$ cat config.mk
export PLATFORM = sky130hd
export DESIGN_NAME = pdmStereoModulator
export DESIGN_NICKNAME = d
export VERILOG_FILES = /design/src/rtl/pdmModPkg.sv /design/src/rtl/pdmModControl.sv /design/src/rtl/pdmChannel.sv /design/src/rtl/pdmStereoModulator.sv
export SDC_FILE = /design/constraint.sdc
export NUM_CORES = 1
export LEC_CHECK = 0
export BUFFER_PORTS_ARGS = -buffer_cell sky130_fd_sc_hd__buf_2
export CORE_MARGIN = 2
export CORE_UTILIZATION = 45
export DETAILED_ROUTE_END_ITERATION = 10
export HOLD_SLACK_MARGIN = 0.08
export MAX_ROUTING_LAYER = met4
export PLACE_DENSITY = 0.6
export SLEW_MARGIN = 20
export SYNTH_ARGS = -nofsm -noshare
export SYNTH_HDL_FRONTEND = slang
export SYNTH_SLANG_ARGS = --single-unit
$ cat constraint.sdc
create_clock -name clk -period 13.4 [get_ports clk]
set_input_delay 1.34 -clock clk [delete_from_list [all_inputs] [get_ports clk]]
set_output_delay 1.34 -clock clk [all_outputs]
set_load 0.005 [all_outputs]
$ cat src/rtl/pdmModPkg.sv
package pdmModPkg;
  typedef struct packed {
    logic               clear;
    logic               step;
    logic               wrap;
    logic [1:0]         phase;
    logic signed [15:0] dither;
  } ctlStrobes_t;
endpackage

$ cat src/rtl/pdmModControl.sv
module pdmModControl
  import pdmModPkg::*;
#(
  parameter int DITHER_BITS = 6,
  parameter int MAX_QUARTER = 192
) (
  input  logic        clk,
  input  logic        rstN,
  input  logic        extClockMode,
  input  logic [2:0]  rateCode,
  input  logic        sel384,
  input  logic        acDitherEn,
  output ctlStrobes_t ctl,
  output logic        quarterTick
);
  localparam int CNT_W = $clog2(MAX_QUARTER);
  localparam logic [15:0] LFSR_SEED = 16'hACE1;

  logic [4:0]       modeNow, modeReg;
  logic             armed;
  logic [CNT_W-1:0] subCnt, lastCnt;
  logic [1:0]       phase;
  logic [15:0]      lfsr;
  logic             clearS, stepS, lfsrFb;

  assign modeNow = {extClockMode, rateCode, sel384};

  // N/4 - 1 for the selected mode
  always_comb begin
    if (extClockMode) begin
      lastCnt = sel384 ? CNT_W'(95) : CNT_W'(63);
    end else begin
      case (rateCode)
        3'd2:       lastCnt = CNT_W'(95);
        3'd3, 3'd4: lastCnt = CNT_W'(127);
        3'd5:       lastCnt = CNT_W'(191);
        default:    lastCnt = CNT_W'(63);
      endcase
    end
  end

  assign clearS = armed && (modeNow != modeReg);
  assign stepS  = !clearS && (subCnt == lastCnt);
  assign lfsrFb = lfsr[15] ^ lfsr[13] ^ lfsr[12] ^ lfsr[10];

  always_ff @(posedge clk or negedge rstN) begin
    if (!rstN) begin
      modeReg <= '0;
      armed   <= 1'b0;
      subCnt  <= '0;
      phase   <= '0;
      lfsr    <= LFSR_SEED;
    end else begin
      modeReg <= modeNow;
      armed   <= 1'b1;
      if (clearS) begin
        subCnt <= '0;
        phase  <= '0;
        lfsr   <= LFSR_SEED;
      end else if (stepS) begin
        subCnt <= '0;
        phase  <= phase + 2'd1;
        lfsr   <= {lfsr[14:0], lfsrFb};
      end else begin
        subCnt <= subCnt + CNT_W'(1);
      end
    end
  end

  always_comb begin
    ctl.clear  = clearS;
    ctl.step   = stepS;
    ctl.wrap   = stepS && (phase == 2'd3);
    ctl.phase  = phase;
    ctl.dither = acDitherEn ? 16'(signed'(lfsr[DITHER_BITS-1:0])) : 16'sd0;
  end

  assign quarterTick = stepS;

  // steps are never back to back
  assert_step_gap_R1: assert property (@(posedge clk) disable iff (!rstN)
    stepS |=> !stepS);
  // a mode change restarts the timing chain
  assert_clear_restart_R7: assert property (@(posedge clk) disable iff (!rstN)
    clearS |=> (subCnt == '0 && phase == 2'd0));
  // the interpolation phase moves only on a step
  assert_phase_hold_R3: assert property (@(posedge clk) disable iff (!rstN)
    (!stepS && !clearS) |=> $stable(phase));
endmodule

$ cat src/rtl/pdmChannel.sv
module pdmChannel
  import pdmModPkg::*;
#(
  parameter int PCM_W = 16,
  parameter int GUARD = 6
) (
  input  logic                    clk,
  input  logic                    rstN,
  input  ctlStrobes_t             ctl,
  input  logic                    sampleStrobe,
  input  logic signed [PCM_W-1:0] pcmIn,
  input  logic signed [PCM_W-1:0] dcOffset,
  output logic                    bitOut
);
  localparam int HW = PCM_W + 2;
  localparam int IW = PCM_W + GUARD;
  localparam logic signed [IW-1:0] FULL  = {{(IW-PCM_W){1'b0}}, 1'b1, {(PCM_W-1){1'b0}}};
  localparam logic signed [IW-1:0] MAX_S = {1'b0, {(IW-1){1'b1}}};
  localparam logic signed [IW-1:0] MIN_S = {1'b1, {(IW-1){1'b0}}};
  localparam logic signed [IW-1:0] QUART = {3'b000, {(IW-3){1'b1}}};

  logic signed [PCM_W-1:0] latchS, prevS, curS;
  logic signed [HW-1:0]    held, heldNext;
  logic signed [IW-1:0]    i1, i2, i1n, i2n, fb;
  logic signed [3:0]       kS;
  logic signed [PCM_W:0]   diff, interpV;
  logic signed [PCM_W+4:0] prod;
  logic signed [IW:0]      sum1, sum2;

  function automatic logic signed [IW-1:0] clampSum(input logic signed [IW:0] s);
    if (s[IW] != s[IW-1]) return s[IW] ? MIN_S : MAX_S;
    return s[IW-1:0];
  endfunction

  // interpolation: prev + (cur - prev) * k / 4, k = 1..4
  assign kS       = signed'({2'b00, ctl.phase}) + 4'sd1;
  assign diff     = (PCM_W+1)'(curS) - (PCM_W+1)'(prevS);
  assign prod     = (PCM_W+5)'(diff) * (PCM_W+5)'(kS);
  assign interpV  = (PCM_W+1)'(prevS) + (PCM_W+1)'(prod >>> 2);
  assign heldNext = HW'(interpV) + HW'(dcOffset) + HW'(ctl.dither);

  // second-order error-feedback loop
  assign fb   = i2[IW-1] ? -FULL : FULL;
  assign sum1 = (IW+1)'(i1) + (IW+1)'(held) - (IW+1)'(fb);
  assign i1n  = clampSum(sum1);
  assign sum2 = (IW+1)'(i2) + (IW+1)'(i1n) - (IW+1)'(fb);
  assign i2n  = clampSum(sum2);

  always_ff @(posedge clk or negedge rstN) begin
    if (!rstN)             latchS <= '0;
    else if (sampleStrobe) latchS <= pcmIn;
  end

  always_ff @(posedge clk or negedge rstN) begin
    if (!rstN) begin
      prevS <= '0; curS <= '0; held <= '0;
      i1 <= '0; i2 <= '0; bitOut <= 1'b0;
    end else if (ctl.clear) begin
      prevS <= '0; curS <= '0; held <= '0;
      i1 <= '0; i2 <= '0; bitOut <= 1'b0;
    end else begin
      i1     <= i1n;
      i2     <= i2n;
      bitOut <= !i2[IW-1];
      if (ctl.step) held <= heldNext;
      if (ctl.wrap) begin
        prevS <= curS;
        curS  <= latchS;
      end
    end
  end

  // shaper input is held between steps
  assert_held_stable_R3: assert property (@(posedge clk) disable iff (!rstN)
    (!ctl.step && !ctl.clear) |=> $stable(held));
  // a clear empties the loop
  assert_clear_state_R7: assert property (@(posedge clk) disable iff (!rstN)
    ctl.clear |=> (i1 == '0 && i2 == '0 && !bitOut));
  // integrators saturate rather than wrap
  assert_no_wrap_R9: assert property (@(posedge clk) disable iff (!rstN)
    (i1 > QUART) |=> !(i1 < -QUART));
  // captured word changes only under the strobe
  assert_latch_hold_R6: assert property (@(posedge clk) disable iff (!rstN)
    !sampleStrobe |=> $stable(latchS));
endmodule

$ cat src/rtl/pdmStereoModulator.sv
module pdmStereoModulator
  import pdmModPkg::*;
#(
  parameter int PCM_W       = 16,
  parameter int GUARD       = 6,
  parameter int DITHER_BITS = 6
) (
  input  logic                    clk,
  input  logic                    rstN,
  input  logic                    sampleStrobe,
  input  logic signed [PCM_W-1:0] pcmLeft,
  input  logic signed [PCM_W-1:0] pcmRight,
  input  logic signed [PCM_W-1:0] dcOffset,
  input  logic                    acDitherEn,
  input  logic                    extClockMode,
  input  logic [2:0]              rateCode,
  input  logic                    sel384,
  output logic                    bitLeft,
  output logic                    bitRight,
  output logic                    quarterTick
);
  localparam int CHANNELS = 2;

  ctlStrobes_t             ctl;
  logic signed [PCM_W-1:0] pcmArr [CHANNELS];
  logic                    bitArr [CHANNELS];

  assign pcmArr[0] = pcmLeft;
  assign pcmArr[1] = pcmRight;
  assign bitLeft   = bitArr[0];
  assign bitRight  = bitArr[1];

  pdmModControl #(.DITHER_BITS(DITHER_BITS)) ctrl_i (
    .clk(clk), .rstN(rstN), .extClockMode(extClockMode), .rateCode(rateCode),
    .sel384(sel384), .acDitherEn(acDitherEn), .ctl(ctl), .quarterTick(quarterTick)
  );

  for (genvar c = 0; c < CHANNELS; c++) begin : g_chan
    pdmChannel #(.PCM_W(PCM_W), .GUARD(GUARD)) chan_i (
      .clk(clk), .rstN(rstN), .ctl(ctl), .sampleStrobe(sampleStrobe),
      .pcmIn(pcmArr[c]), .dcOffset(dcOffset), .bitOut(bitArr[c])
    );
  end
endmodule

==> metrics.md <==
| Metric | Value |
|---|---|
| Hold_buf cts | 0 |
| Async SR Flop Fraction | 1.00 |
| Largest net degree at the start of global routing | 128 |
| Reg2Reg Depth | 32 |
| Post-Syn Area | 25,400 um^2 |
| Final period utilization | 0.585 |
| Number of nets in the layout | 3,409 |
| Core area | 55,400 um^2 |
| CTS buffer count | 34 |
| Synth unique cells | 99 |
| DPL Wire Length | 46,200 um |
| Max-slew violation count | 0 |
| Drt drc | 0 |
| Req. time, crit path | 13,840 ps |
| Root Driver | clkbuf_16 |
| Status | complete, no violations |
| # Post-CTS Setup Buffers | 0 |
| RR Startpoint | g_chan[1].chan_i.prevS[0] |
| Pre-CTS setup slack | 5250 ps |
| Worst hold path class | register to register |
| Number of vias per cell | 5.34 |
| Critical Path Stages | 32 |
| Vias in the first global route | 19,544 |
| CTS max path bufs | 3 |
| Most frequent cells in the layout | 521 x inv_1, 318 x ha_1, 246 x dfrtp_1, 205 x nand2_1, 183 x nor2_1 |
| Drt pass-1 iters | 5 |
| Avg WL per Cell | 16.2 um |
| CP dominant cell by count | ha_1 |
| H-tree depth | 2 |
| Crit path from | g_chan[1].chan_i.prevS[0] |
| Initial antenna violation count | 2 |
| 1st-iter DRT viols | 1,086 |
| Hold WS | 469 ps |
| Synth Flop Type | dfrtp_1 |
| Syn Area/Cell | 8.71 um^2 |
| Max stage delay cell, worst path | o41ai_1 |
| Worst Path Max Fanout | 7 |
| Warnings, synthesis | 0 |
| ANT nets after route | 0 |
| Startpoint Class | register |
| Final wirelength | 59,900 um |
| R2R setup slack | 5560 ps |
| Crit end category | register |
| Worst Max-Slew Pin Slew | 1070 ps |
| First-pass GRT wire length | 98,300 um |
| Clk_lat worst skew | 560 ps |
| Die width | 241 um |
| Maximum clock frequency | 0.128 GHz |
| Port Buffers | 59 |
| Number of flops mapped to enable cells by yosys | 0 |
| Crit-path max cell delay | 800 ps |
| Sequential area share after synthesis | 0.251 |
| RSZ-0062 raised after global routing | no |
| P&R area growth vs syn | 8.57% |
| Tot GR Track Use | 0.217 |
| Syn Nets | 3,382 |
| Commonest non-fill, non-tap cell in the layout | inv_1 |
| Final hold viol count | 0 |
| Buffers & Inverters on Critical Path | 3 |
| Die Footprint | 58,300 um^2 |
| R2r endpoint | g_chan[1].chan_i.held[16] |
| Proportion of layout cells with a drive suffix above 1 | 0.0912 |
| Initial core utilization | 0.457 |
| Worst Skew | 26.5 ps |
| Ports | 60 |
| Die height | 241 um |
| Setup ws final | 5560 ps |
| FP Rows | 86 |
| # setup viols final | 0 |
| GP Congestion | 0.901 |
| Post_cts resized | 0 |
| Gr ovfl total | 0 |
| CTS tree | built |
| CP Capture Point | g_chan[1].chan_i.held[16] |
| WS Path Type | register to register |
| Crit path DAT | 8280 ps |
| Relative slew slack | 0.284 |
| Via count | 19,807 |
| CTS clk-pin slew, worst paths | 60 ps |
| Setup Total Neg Slack | 0 ps |
| Mapped Cells | 2,912 |
| Max-Cap Viols | 0 |
| Clock tree sinks | 254 |
| Tmin final | 7840 ps |
| #FFs+latches synth | 254 |
| Cell family contributing the most delay on the critical path | compound AO/OA/AOI/OAI gates |
[worst reg2reg max path: cells and delay by family (launching register included)]
| kind | cells | cell delay (ps) |
|---|---|---|
| AOI/OAI and AO/OA | 12 | 3360 |
| DFF | 1 | 400 |
| buffers and inverters | 3 | 130 |
| xor gates and xnor gates | 3 | 350 |
| adders and majority gates | 8 | 2830 |
| and+or+nand+nor | 6 | 650 |
[layout make-up]
class                   instances  area, um^2
fillers                      5265       27900
multi-input cells            2055       16700
flip-flops and latches        254        6370
inverters                     523        1960
clock buffers                  42         941
well taps                     748         936
repair buffers                 71         408
clock inverters                16         236
diodes                          2        5.00
[layer usage]
| metal | GRT usage | wire length [um] | vias to the layer above |
|---|---|---|---|
| li1 | - | - | 9878 |
| met1 | 0.284 | 28400 | 9575 |
| met2 | 0.355 | 28200 | 285 |
| met3 | 0.0279 | 2190 | 69 |
| met4 | 0.0557 | 1220 | 0 |
| met5 | - | 0 | - |
[worst min path at each step]
stage,startpoint,to,slack (ps),cells after the start
2_1_floorplan,g_chan[0].chan_i.latchS[0],g_chan[0].chan_i.curS[0],440,2
3_3_place_gp,g_chan[0].chan_i.latchS[15],g_chan[0].chan_i.curS[15],460,2
3_5_place_dp,g_chan[1].chan_i.latchS[2],g_chan[1].chan_i.curS[2],460,2
4_1_cts,g_chan[1].chan_i.latchS[2],g_chan[1].chan_i.curS[2],480,2
5_1_grt,g_chan[1].chan_i.latchS[8],g_chan[1].chan_i.curS[8],510,2
6_report,g_chan[1].chan_i.latchS[2],g_chan[1].chan_i.curS[2],470,2
[logic make-up after synthesis]
logic type	count (synthesis)	synth area share
AOI/OAI and AO/OA	628	0.178
xor gates and xnor gates	207	0.0718
adders and majority gates	430	0.239
buffers and inverters	603	0.0932
DFF	254	0.251
muxes	71	0.0296
other	1	0.000148
and+or+nand+nor	718	0.137
[through the flow]
| step | utilization | instance area, um^2 | std cells |
|---|---|---|---|
| after floorplan | - | 25400 | 2912 |
| final | 0.497 | 27500 | 3711 |
| after global routing | 0.497 | 27500 | 3710 |
| after detailed placement | 0.475 | 26300 | 3651 |
| after global placement | 0.475 | 26300 | 3651 |
| after CTS | 0.496 | 27500 | 3709 |
[flip-flops by register name (all words and copies together) (netlist names), 5 cells and up]
register              count
g_chan.chan_i.curS       32
ctrl_i.lfsr              16
g_chan.chan_i.prevS      32
ctrl_i.modeReg            5
g_chan.chan_i.i1         44
g_chan.chan_i.i2         44
g_chan.chan_i.latchS     32
ctrl_i.subCnt             8
g_chan.chan_i.held       36
[synthesized netlist by cell type, types with 9 or more instances]
| cell | instances | area [um^2] |
|---|---|---|
| dfrtp_1 | 246 | 6160 |
| or2_2 | 12 | 75.1 |
| and2_1 | 59 | 369 |
| nor2b_1 | 31 | 194 |
| o21a_1 | 24 | 180 |
| a31o_2 | 14 | 123 |
| a21oi_1 | 125 | 626 |
| a211o_1 | 10 | 87.6 |
| or3_1 | 19 | 119 |
| o211ai_1 | 19 | 143 |
| o41ai_1 | 26 | 228 |
| mux2_2 | 32 | 360 |
| xor2_1 | 83 | 727 |
| o31ai_1 | 49 | 368 |
| o31a_1 | 19 | 166 |
| nand2b_1 | 47 | 294 |
| a31oi_1 | 10 | 62.6 |
| clkbuf_1 | 41 | 154 |
| nand2_1 | 205 | 769 |
| inv_1 | 521 | 1960 |
| a211oi_1 | 22 | 165 |
| nand3_1 | 47 | 235 |
| a21o_1 | 79 | 593 |
| buf_2 | 19 | 95.1 |
| maj3_1 | 10 | 100 |
| nor2_1 | 185 | 694 |
| xnor2_1 | 123 | 1080 |
| ha_1 | 319 | 3990 |
| nor3_1 | 50 | 250 |
| mux2i_1 | 39 | 390 |
| a21o_2 | 19 | 166 |
| o21ai_0 | 93 | 465 |
| o2111ai_1 | 9 | 78.8 |
| and3_1 | 23 | 144 |
| fa_1 | 94 | 1880 |
| nand4_1 | 9 | 56.3 |
| o21bai_1 | 15 | 113 |
Power is not shown: default switching activity piles up to over one toggle a cycle in this logic, so the estimate is an artifact.
